`src/rtl/dir_pkg.sv`:
```
package dir_pkg;
    typedef enum logic [2:0] {
        ST_I = 3'd0,
        ST_S = 3'd1,
        ST_E = 3'd2,
        ST_M = 3'd3,
        ST_O = 3'd4,
        ST_F = 3'd5
    } cstate_e;

    typedef enum logic [1:0] {
        OP_RDS = 2'd0,
        OP_RDX = 2'd1,
        OP_EVC = 2'd2
    } op_e;

    typedef enum logic [1:0] {
        SN_FWD  = 2'd0,
        SN_INV  = 2'd1,
        SN_XFER = 2'd2
    } snp_e;

    typedef enum logic [1:0] {
        PW_NONE = 2'd0,
        PW_MEM  = 2'd1,
        PW_ACK  = 2'd2
    } pwait_e;
endpackage

```
`src/rtl/dir_pick_low.sv`:
```
module dir_pick_low #(
    parameter int N  = 4,
    parameter int IW = (N > 1) ? $clog2(N) : 1
) (
    input  logic [N-1:0]  req,
    output logic [N-1:0]  gnt,
    output logic [IW-1:0] idx,
    output logic          any
);
    // lowest set bit wins
    always_comb begin
        gnt = '0;
        idx = '0;
        any = 1'b0;
        for (int i = N - 1; i >= 0; i--) begin
            if (req[i]) begin
                gnt    = '0;
                gnt[i] = 1'b1;
                idx    = IW'(i);
                any    = 1'b1;
            end
        end
    end
endmodule

```
`src/rtl/dir_row_scan.sv`:
```
module dir_row_scan
    import dir_pkg::*;
#(
    parameter int NC = 4,
    parameter int CW = (NC > 1) ? $clog2(NC) : 1
) (
    input  cstate_e [NC-1:0] row,
    output logic [NC-1:0]    valid_m,
    output logic [NC-1:0]    shr_m,
    output logic [NC-1:0]    own_m,
    output logic [NC-1:0]    mod_m,
    output logic [NC-1:0]    sup_m,
    output logic [CW-1:0]    sup_idx,
    output logic             sup_any,
    output logic [NC-1:0]    shr_low_m,
    output logic [CW-1:0]    shr_low_idx,
    output logic             shr_any
);
    logic [NC-1:0] exc_m;
    logic [NC-1:0] fwd_m;
    logic [NC-1:0] pri_m;

    for (genvar c = 0; c < NC; c++) begin : g_core
        assign valid_m[c] = (row[c] != ST_I);
        assign shr_m[c]   = (row[c] == ST_S);
        assign own_m[c]   = (row[c] == ST_O);
        assign mod_m[c]   = (row[c] == ST_M);
        assign exc_m[c]   = (row[c] == ST_E);
        assign fwd_m[c]   = (row[c] == ST_F);
    end

    // supplier priority: dirty owner, sole modifier, sole exclusive, forwarder
    always_comb begin
        if (|own_m)      pri_m = own_m;
        else if (|mod_m) pri_m = mod_m;
        else if (|exc_m) pri_m = exc_m;
        else             pri_m = fwd_m;
    end

    dir_pick_low #(.N(NC), .IW(CW)) u_sup (
        .req (pri_m),
        .gnt (sup_m),
        .idx (sup_idx),
        .any (sup_any)
    );

    dir_pick_low #(.N(NC), .IW(CW)) u_shr (
        .req (shr_m),
        .gnt (shr_low_m),
        .idx (shr_low_idx),
        .any (shr_any)
    );
endmodule

```
`src/rtl/dir_ctrl.sv`:
```
module dir_ctrl
    import dir_pkg::*;
#(
    parameter int NCORES = 4,
    parameter int NLINES = 4,
    parameter int CW     = (NCORES > 1) ? $clog2(NCORES) : 1,
    parameter int LW     = (NLINES > 1) ? $clog2(NLINES) : 1
) (
    input  logic              clk,
    input  logic              rst_n,
    input  logic              req_valid,
    output logic              req_ready,
    input  logic [CW-1:0]     req_core,
    input  logic [LW-1:0]     req_line,
    input  logic [1:0]        req_op,
    input  logic              req_dirty,
    output logic              snp_valid,
    output logic [1:0]        snp_cmd,
    output logic [NCORES-1:0] snp_mask,
    output logic [CW-1:0]     snp_dest,
    output logic [LW-1:0]     snp_line,
    input  logic [NCORES-1:0] inv_ack,
    output logic              mem_rd_valid,
    output logic              mem_wr_valid,
    output logic [LW-1:0]     mem_line,
    input  logic              mem_rd_done,
    output logic              gnt_valid,
    output logic [CW-1:0]     gnt_core,
    output logic [LW-1:0]     gnt_line,
    output logic [2:0]        gnt_state
);
    localparam int DIRW = NLINES * NCORES * 3;

    typedef struct packed {
        cstate_e [NLINES-1:0][NCORES-1:0] dir;
        pwait_e                           pw;
        logic [LW-1:0]                    p_line;
        logic [CW-1:0]                    p_core;
        op_e                              p_op;
        logic [NCORES-1:0]                p_left;
        logic                             gnt_v;
        logic [CW-1:0]                    gnt_core;
        logic [LW-1:0]                    gnt_line;
        cstate_e                          gnt_st;
        logic                             snp_v;
        snp_e                             snp_cmd;
        logic [NCORES-1:0]                snp_mask;
        logic [CW-1:0]                    snp_dest;
        logic [LW-1:0]                    snp_line;
        logic                             mrd_v;
        logic                             mwr_v;
        logic [LW-1:0]                    m_line;
    } st_t;

    st_t q, d;

    // scan of the requested line
    cstate_e [NCORES-1:0] r_row;
    logic [NCORES-1:0]    r_valid, r_shr, r_own, r_mod, r_sup, r_shr_low;
    logic [CW-1:0]        r_sup_idx, r_shr_idx;
    logic                 r_sup_any, r_shr_any;

    // scan of the pending line
    cstate_e [NCORES-1:0] p_row;
    logic [NCORES-1:0]    p_valid, p_shr, p_own, p_mod, p_sup, p_shr_low;
    logic [CW-1:0]        p_sup_idx, p_shr_idx;
    logic                 p_sup_any, p_shr_any;

    assign r_row = q.dir[req_line];
    assign p_row = q.dir[q.p_line];

    dir_row_scan #(.NC(NCORES), .CW(CW)) u_req_scan (
        .row         (r_row),
        .valid_m     (r_valid),
        .shr_m       (r_shr),
        .own_m       (r_own),
        .mod_m       (r_mod),
        .sup_m       (r_sup),
        .sup_idx     (r_sup_idx),
        .sup_any     (r_sup_any),
        .shr_low_m   (r_shr_low),
        .shr_low_idx (r_shr_idx),
        .shr_any     (r_shr_any)
    );

    dir_row_scan #(.NC(NCORES), .CW(CW)) u_pend_scan (
        .row         (p_row),
        .valid_m     (p_valid),
        .shr_m       (p_shr),
        .own_m       (p_own),
        .mod_m       (p_mod),
        .sup_m       (p_sup),
        .sup_idx     (p_sup_idx),
        .sup_any     (p_sup_any),
        .shr_low_m   (p_shr_low),
        .shr_low_idx (p_shr_idx),
        .shr_any     (p_shr_any)
    );

    logic [NCORES-1:0] req_bit, pend_bit, others;
    cstate_e           own_st, fill_st;
    op_e               op;
    logic              done_evt, needs_wait, acc;

    assign req_bit  = NCORES'(1) << req_core;
    assign pend_bit = NCORES'(1) << q.p_core;
    assign others   = r_valid & ~req_bit;
    assign own_st   = r_row[req_core];
    assign op       = op_e'(req_op);

    always_comb begin
        d       = q;
        d.gnt_v = 1'b0;
        d.snp_v = 1'b0;
        d.mrd_v = 1'b0;
        d.mwr_v = 1'b0;
        fill_st = ST_E;

        // completion of the outstanding transaction
        done_evt = 1'b0;
        case (q.pw)
            PW_MEM: done_evt = mem_rd_done;
            PW_ACK: begin
                d.p_left = q.p_left & ~inv_ack;
                done_evt = (d.p_left == '0);
            end
            default: done_evt = 1'b0;
        endcase

        if (done_evt) begin
            d.pw       = PW_NONE;
            d.gnt_v    = 1'b1;
            d.gnt_core = q.p_core;
            d.gnt_line = q.p_line;
            if (q.p_op == OP_RDS) begin
                fill_st = ((p_valid & ~pend_bit) != '0) ? ST_F : ST_E;
                d.dir[q.p_line][q.p_core] = fill_st;
                d.gnt_st = fill_st;
            end else begin
                for (int c = 0; c < NCORES; c++) begin
                    d.dir[q.p_line][c] = ST_I;
                end
                d.dir[q.p_line][q.p_core] = ST_M;
                d.gnt_st = ST_M;
            end
        end

        // does the incoming request need to wait on memory or acks
        case (op)
            OP_RDS:  needs_wait = (own_st == ST_I) && !r_sup_any;
            OP_RDX:  needs_wait = (others != '0) || (own_st == ST_I);
            default: needs_wait = 1'b0;
        endcase

        req_ready = !done_evt &&
                    !((q.pw != PW_NONE) && ((req_line == q.p_line) || needs_wait));
        acc = req_valid && req_ready;

        if (acc) begin
            d.gnt_core = req_core;
            d.gnt_line = req_line;
            d.snp_line = req_line;
            d.snp_dest = req_core;
            d.m_line   = req_line;
            case (op)
                OP_RDS: begin
                    if (own_st != ST_I) begin
                        d.gnt_v  = 1'b1;
                        d.gnt_st = own_st;
                    end else if (r_sup_any) begin
                        d.snp_v    = 1'b1;
                        d.snp_cmd  = SN_FWD;
                        d.snp_mask = r_sup;
                        d.gnt_v    = 1'b1;
                        if (r_own != '0) begin
                            d.gnt_st = ST_S;
                            d.dir[req_line][req_core] = ST_S;
                        end else if (r_mod != '0) begin
                            d.dir[req_line][r_sup_idx] = ST_O;
                            d.dir[req_line][req_core]  = ST_S;
                            d.gnt_st = ST_S;
                        end else begin
                            d.dir[req_line][r_sup_idx] = ST_S;
                            d.dir[req_line][req_core]  = ST_F;
                            d.gnt_st = ST_F;
                        end
                    end else begin
                        d.mrd_v  = 1'b1;
                        d.pw     = PW_MEM;
                        d.p_line = req_line;
                        d.p_core = req_core;
                        d.p_op   = OP_RDS;
                    end
                end
                OP_RDX: begin
                    if (others != '0) begin
                        d.snp_v    = 1'b1;
                        d.snp_cmd  = SN_INV;
                        d.snp_mask = others;
                        d.pw       = PW_ACK;
                        d.p_left   = others;
                        d.p_line   = req_line;
                        d.p_core   = req_core;
                        d.p_op     = OP_RDX;
                    end else if (own_st == ST_I) begin
                        d.mrd_v  = 1'b1;
                        d.pw     = PW_MEM;
                        d.p_line = req_line;
                        d.p_core = req_core;
                        d.p_op   = OP_RDX;
                    end else begin
                        d.dir[req_line][req_core] = ST_M;
                        d.gnt_v  = 1'b1;
                        d.gnt_st = ST_M;
                    end
                end
                default: begin
                    d.dir[req_line][req_core] = ST_I;
                    d.gnt_v  = 1'b1;
                    d.gnt_st = ST_I;
                    if (own_st == ST_M || (own_st == ST_E && req_dirty)) begin
                        d.mwr_v = 1'b1;
                    end else if (own_st == ST_O) begin
                        if (r_shr_any) begin
                            d.snp_v    = 1'b1;
                            d.snp_cmd  = SN_XFER;
                            d.snp_mask = r_shr_low;
                            d.dir[req_line][r_shr_idx] = ST_O;
                        end else begin
                            d.mwr_v = 1'b1;
                        end
                    end
                end
            endcase
        end
    end

    always_ff @(posedge clk) begin
        if (!rst_n) begin
            q          <= '0;
            q.pw       <= PW_NONE;
            q.snp_cmd  <= SN_FWD;
            q.p_op     <= OP_RDS;
            q.gnt_st   <= ST_I;
        end else begin
            q <= d;
        end
    end

    // flattened views for the bound checker
    logic [DIRW-1:0] dir_flat;
    logic            pend_busy;
    logic [LW-1:0]   pend_line;
    assign dir_flat  = q.dir;
    assign pend_busy = (q.pw != PW_NONE);
    assign pend_line = q.p_line;

    assign snp_valid    = q.snp_v;
    assign snp_cmd      = q.snp_cmd;
    assign snp_mask     = q.snp_mask;
    assign snp_dest     = q.snp_dest;
    assign snp_line     = q.snp_line;
    assign mem_rd_valid = q.mrd_v;
    assign mem_wr_valid = q.mwr_v;
    assign mem_line     = q.m_line;
    assign gnt_valid    = q.gnt_v;
    assign gnt_core     = q.gnt_core;
    assign gnt_line     = q.gnt_line;
    assign gnt_state    = q.gnt_st;
endmodule

```
`config.mk`:
```
export PLATFORM = sky130hd
export DESIGN_NAME = dir_ctrl
export DESIGN_NICKNAME = d
export VERILOG_FILES = /design/src/rtl/dir_pkg.sv /design/src/rtl/dir_pick_low.sv /design/src/rtl/dir_row_scan.sv /design/src/rtl/dir_ctrl.sv
export SDC_FILE = /design/constraint.sdc
export NUM_CORES = 1
export LEC_CHECK = 0
export CORE_AREA = 10 10 142 131
export DETAILED_ROUTE_END_ITERATION = 10
export DIE_AREA = 0 0 152 141
export GPL_TIMING_DRIVEN = 0
export MAX_ROUTING_LAYER = met4
export PLACE_DENSITY_LB_ADDON = 0.15
export SYNTH_ARGS = -nofsm -noshare
export SYNTH_HDL_FRONTEND = slang
export SYNTH_SLANG_ARGS = --single-unit
```
`constraint.sdc`:
```
create_clock -name clk -period 5.1 [get_ports clk]
set_input_delay 1.02 -clock clk [delete_from_list [all_inputs] [get_ports clk]]
set_output_delay 1.02 -clock clk [all_outputs]
set_load 0.05 [all_outputs]
```
# --- After elaboration in Yosys (flattened, before gate mapping) ---
# Cells that the tools add are included.
word_totals:
  ff_bits: 81
  input_bits: 15
  output_inout_bits: 24
  wordCells: 276
op_classes:
  magnitude_cmp: 12
  n_eq_ne: 33
  n_shift: 2
  muxes: 109
  bitwise: 41
  n_reduce_logical: 47
ops:
  columns: ["cell", "count"]
  rows:
  - ["$mux W48", 9]
  - ["$and A48 B48 Y48", 5]
  - ["$not A48 Y48", 5]
  - ["$demux W12 S2", 8]
  - ["$and A32 B32 Y32", 5]
  - ["$not A32 Y32", 4]
  - ["$or A32 B32 Y32", 3]
  - ["$pmux W48 S2", 1]
  - ["$mux W12", 7]
  - ["$mux W83", 1]
  - ["$or A16 B16 Y16", 5]
  - ["$mux W4", 14]
  - ["$mux W56", 1]
  - ["$mux W50", 1]
  - ["$and A16 B16 Y16", 3]
  - ["$bmux W12 S2", 2]
  - ["$bwmux W48", 1]
  - ["$not A16 Y16", 3]
  - ["$mux W3", 13]
  - ["$mux W7", 5]
  - ["$reduce_bool A3 Y1", 11]
  - ["$mux W8", 4]
  - ["$eq A3 B2 Y1 const B", 10]
  - ["$eq A3 B3 Y1 const B", 9]
  - ["other kinds (36)", 114]

# --- Depth between registers and ports, before layout ---
depth:
  word_depth: 26
  ltp_mapped: 15
  mapped_depth_nobuf: 12

# --- Cells and area by module ---
# From an unflattened synthesis, not the netlist that was laid out.
unflattened:
  cells_unflattened: 1094
  hier_area_um2: 8100.3
modules_own_cells:
  columns: ["module", "n_inst", "cells_each", "area_each_um2", "seq_area_each_um2"]
  rows:
  - ["dir_ctrl", 1, 962, 7174.4, 1601.5]
  - ["dir_row_scan", 2, 44, 340.3, 0.0]
  - ["dir_pick_low", 4, 11, 61.3, 0.0]

# --- Least setup slack after synthesis ---
# No wires, ideal clock.
synth_timing:
  kind: "input to output"
  start: "in req_line[0]"
  end: "out req_ready"
  arrival_time_ns: 4.085
  required_time_ns: 4.080
  path_slack_ns: -0.005
  cell_stages: 12
  n_path_buf: 3
  cell_sequence: "buf_2 buf_6 mux4_2 nor3b_2 nor4_4 and3_1 buf_2 a211o_1 nor4_4 a21oi_1 a21oi_1 nor2_1"
synth_via:
  elab_chain_cells: 18
  word_cells_on_any_way: 46
  classes_between: "eq/ne (17); mux (12); bitwise (1); reduce/logical (16)"
synth_rtl:
  columns: ["element", "line_no", "source"]
  rows:
  - ["start, declared", "dir_ctrl.sv:14", "input logic [LW-1:0] req_line,"]
  - ["$bmux W12 S2", "dir_ctrl.sv:69", "assign r_row = q.dir[req_line];"]
  - ["$mux W12 (not written as such)", "dir_ctrl.sv:69", null]
  - ["$eq A3 B2 Y1", "dir_row_scan.sv:28", "assign exc_m[c] = (row[c] == ST_E);"]
  - ["$reduce_or A4 Y1", "dir_row_scan.sv:36", "else if (|exc_m) pri_m = exc_m;"]
  - ["$mux W4", "dir_row_scan.sv:36", null]
  - ["$mux W4", "dir_row_scan.sv:35", "else if (|mod_m) pri_m = mod_m;"]
  - ["$mux W4", "dir_row_scan.sv:34", "if (|own_m) pri_m = own_m;"]
  - ["$mux W1 (4 in a row)", "dir_pick_low.sv:16", "if (req[i]) begin"]
  - ["$logic_not A1 Y1", "dir_ctrl.sv:150", "OP_RDS: needs_wait = (own_st == ST_I) && !r_sup_any;"]
  - ["$logic_and A1 B1 Y1", "dir_ctrl.sv:150", null]
  - ["$pmux W1 S2", "dir_ctrl.sv:149", "case (op)"]
  - ["$logic_or A1 B1 Y1 (*)", "dir_ctrl.sv:156", "!((q.pw != PW_NONE) && ((req_line == q.p_line) || needs_wait));"]
  - ["$logic_and A1 B1 Y1 (*)", "dir_ctrl.sv:156", null]
  - ["$logic_not A1 Y1 (*)", "dir_ctrl.sv:156", null]
  - ["$logic_and A1 B1 Y1 (*)", "dir_ctrl.sv:155", "req_ready = !done_evt &&"]
  - ["end, declared", "dir_ctrl.sv:12", "output logic req_ready,"]
# Mark *: on every way between the ends. The rest lies on a longest branch, timed or not. The select of a mux whose other input is x is not followed.

# --- Worst setup path in the final report ---
# Ends and elaborated chain as after synthesis.

==> results.py <==
metrics = {
    "status": {
        "status": "complete, but fails checks",
        "violations": "negative setup slack",
    },
    "die": {
        "dieWidth_um": 152,
        "start_util": 0.4395,
        "die_h_um": 141,
        "num_io_pins": 39,
        "die-area_mm2": 0.02143,
        "rows": 44,
        "coreArea_mm2": 0.01575,
    },
    "job": {
        "cap_violations": 0,
    },
    "power": {
        "share_seq_of_total_power": 0.309,
        "internal_power_mw": 1.233,
        "p_leak_nw": 2.726,
        "p_switching_uw": 933.0,
        "vdd_drop_max_v": 0.0001643,
        "power_density_mw_per_mm2": 268.2,
        "combPwrFrac": 0.390,
        "p_clk_frac": 0.301,
        "swShare": 0.4307,
    },
    "global_routing": {
        "grt_first_pass_wirelength_um": 51160,
        "grt_pass1_vias": 8058,
        "use_met3": 0.1168,
        "grt-ovfl-total": 0,
        "antenna_found_initial": 1,
        "track_usage": 0.3186,
        "use_met1": 0.3842,
        "grt_use_met2": 0.4517,
        "gr-max-usage-layer": "met2",
        "grt_max_degree": 16,
    },
    "timing": {
        "rsz0062_at_grt": "true",
        "timing.fmax_mhz": 191.7,
        "report.final.hold_viol_count": 0,
        "worst_slack_ns": -0.1160,
        "skew_ns": 0.01741,
        "slew_violations": 0,
        "slew_headroom": 0.2776,
        "finalCriticalPeriod_ns": 5.216,
        "finalSetupViolations": 1,
        "tightestPinTransition_ns": 1.084,
        "timing.final.crit_share": 1.023,
    },
    "worst_setup_path": {
        "path_cells": "buf_8 > buf_12 > mux4_2 > buf_4 > mux4_2 > or3_1 > buf_6 > nor2_8 > nand3_2 > nor4_4 > a21oi_2 > a21oi_2 > nor2_2 > buf_6",
        "start_kind": "input pin",
        "cpPeakStageDelay_ns": 0.58,
        "rr_startpoint": "dir_flat[11]$_SDFF_PN0_",
        "worst_ep_arrival_time_ns": 4.20,
        "rr_endpoint": "dir_flat[10]$_SDFF_PN0_",
        "endpoint_kind": "primary output",
        "worstPathRequired_ns": 4.08,
        "path_max_fanout": 8,
        "crit_buf_inv": 5,
        "slowest_stage": "mux4_2",
        "cp_top_family": "multiplexers",
        "r2r_cells": 13,
        "path_class": "input pin to primary output",
        "reg2reg_slack_ns": 0.73,
    },
    "routing": {
        "via_count": 8661,
        "antenna_left": 0,
        "wirelength_um": 35150,
        "routedWlPerCell_um": 28.88,
        "drtIter0Drc": 1491,
        "via_per_inst": 7.117,
        "drc": 0,
        "first_pass_iters": 5,
    },
    "yosys": {
        "synth_area_per_cell_um2": 7.370,
        "ys.flop_type": "dfxtp_1",
        "synthesis.area_mm2": 0.006920,
        "synthCells": 939,
        "synth_top_area_cell": "dfxtp_1",
        "syn_nets": 957,
        "ys_types": 86,
        "post-synth-top-area-fraction": 0.2314,
        "async_reset_ff_frac": 0,
        "yosysWarnings": 0,
        "synth_area_leaders": "dfxtp_1, mux4_2, nand2_1",
        "synth_edf_count": 0,
        "ys_ff_latch": 80,
        "yosysSeqAreaShare": 0.2314,
    },
    "layout": {
        "drive_above_1_share": 0.1378,
        "fin_cells": 1217,
        "area_delta_synth_final_pct": 16.69,
        "fin_util": 0.5129,
        "nets": 1022,
    },
    "place": {
        "portBuffers": 35,
        "hpwl_um": 26160,
        "pre_cts_slack_ns": -1.577,
        "placed_cells": 1182,
        "place.gp.congestion": 1.070,
    },
    "cts": {
        "h-tree-depth": 3,
        "postCtsHoldBufs": 0,
        "clockBufferDepth": 2,
        "clk_pin_slew_ns": 0.07,
        "cts.sinks": 80,
        "clock_latency_ns": 0.37,
        "cts_buffers": 9,
        "cts_tree": "built",
        "cts_root_buf": "clkbuf_16",
    },
    "hold_path": {
        "min_path_cells": 2,
        "hold_start": "gnt_core[1]$_SDFFE_PN0P_",
        "min_path_type": "flip-flop to flip-flop",
        "whs_endpoint": "gnt_core[1]$_SDFFE_PN0P_",
    },
}
-- tightest hold or removal path: stages, from the launching register on --
cell	delay [ns]
dfxtp_1	0.31
nand2_1	0.05
a21oi_1	0.05
-- through the flow --
step                      TNS (ns)  hold slack, ns  power (mW)  cell area, um^2
after global placement      -76.63          0.4411       1.459             7532
after detailed placement    -70.32          0.4474       1.454             7538
after floorplan                  0          0.4323       1.179             6923
after CTS                 -0.07089          0.4555       2.108             8041
final                      -0.1160          0.4549       2.166             8075
after global routing       -0.1145          0.4836       2.216             8075
-- power by group through the flow --
| stage | logic [mW] | clock network, mW | registers [mW] |
|---|---|---|---|
| global placement | 0.776 | 0 | 0.684 |
| finish | 0.845 | 0.651 | 0.670 |
| CTS | 0.792 | 0.647 | 0.669 |
| global route | 0.874 | 0.670 | 0.672 |
| floorplan | 0.493 | 0 | 0.686 |
| detailed placement | 0.771 | 0 | 0.684 |
-- routing by layer --
layer  share of wire  up-vias
met3            0.14      160
met4           0.058        0
met1            0.38     4088
met2            0.41      709
li1                -     3704
met5               0        -
-- layout by cell type (no fill, tap or decap), drive strengths merged, types with 20 or more instances in the layout --
cell type and n:
o21ai 63, dfxtp 80, mux4 20, o22ai 54
nor3 33, nand3 31, clkbuf 75, nor2 99
a21oi 63, buf 56, clkdlybuf4s50 33, nand2 109
-- area by class of cell --
| cell class | count | area (um^2) |
|---|---|---|
| Antenna cell | 1 | 2.502 |
| Timing Repair Buffer | 54 | 489.2 |
| Buffer | 101 | 533.0 |
| Fill cell | 1655 | 7670 |
| Clock buffer | 9 | 225.2 |
| Sequential cell | 80 | 1602 |
| Clock inverter | 7 | 55.05 |
| Tap cell | 207 | 259.0 |
| Inverter | 14 | 52.55 |
| Multi-Input combinational cell | 744 | 4857 |
-- what timing repair did --
item	4_1_cts	5_1_grt
pin swaps	5	2
buffers inserted	17	1
resized for setup	39	11
endpoints found under the setup margin	81	41
-- worst max path at each step --
stage / startpoint / end / depth (start not counted)
detailed placement: req_line[1] / req_ready / 13
finish: req_line[0] / req_ready / 14
global route: req_line[0] / req_ready / 14
global placement: req_line[1] / req_ready / 11
CTS: req_line[1] / gnt_state[0]$_SDFF_PN0_ / 16
floorplan: req_line[0] / req_ready / 12
-- registers in the layout, summed over array words and instances, names as in the netlist, 2 cells and up --
register / cells
q: 9
snp_mask: 4
gnt_state: 3
mem_line: 2
dir_flat: 48
gnt_line: 2
snp_dest: 2
snp_cmd: 2
gnt_core: 2
pend_line: 2
-- cells by family after synthesis --
kind of cell | count (synthesis) | share of synthesized area
xor gates and xnor gates | 2 | 0.002532
adders and majority gates | 3 | 0.005425
AOI/OAI and AO/OA | 347 | 0.3424
DFF | 80 | 0.2314
muxes | 32 | 0.08263
and+or+nand+nor | 360 | 0.2580
buffers and inverters | 115 | 0.07756
-- cells in the mapped netlist (5+ instances only) --
cell type  count
a21o_1         6
a22o_1         5
nand2b_1      10
dfxtp_1       80
nand3_1       30
o22ai_1       54
o221ai_1      10
nand2_1      108
inv_1         12
o31ai_1       16
buf_4         20
and2_1         7
mux4_2        20
o41ai_1        8
o2bb2ai_1      5
a211o_1        5
a32o_1         8
nor4_1         7
a21oi_1       62
clkbuf_1      66
o32ai_1        5
or2_2          6
nor3b_1        7
nand4_1        9
nor2b_1       10
o21ai_0       58
nor2_1        97
mux2i_1       11
nor3_1        31
a2bb2oi_1      5
a22oi_1       10
buf_2         12
a211oi_1       7
and3_1         6
o211ai_1      15
a31oi_1       16
No activity file was read; power rests on OpenSTA's default activity.
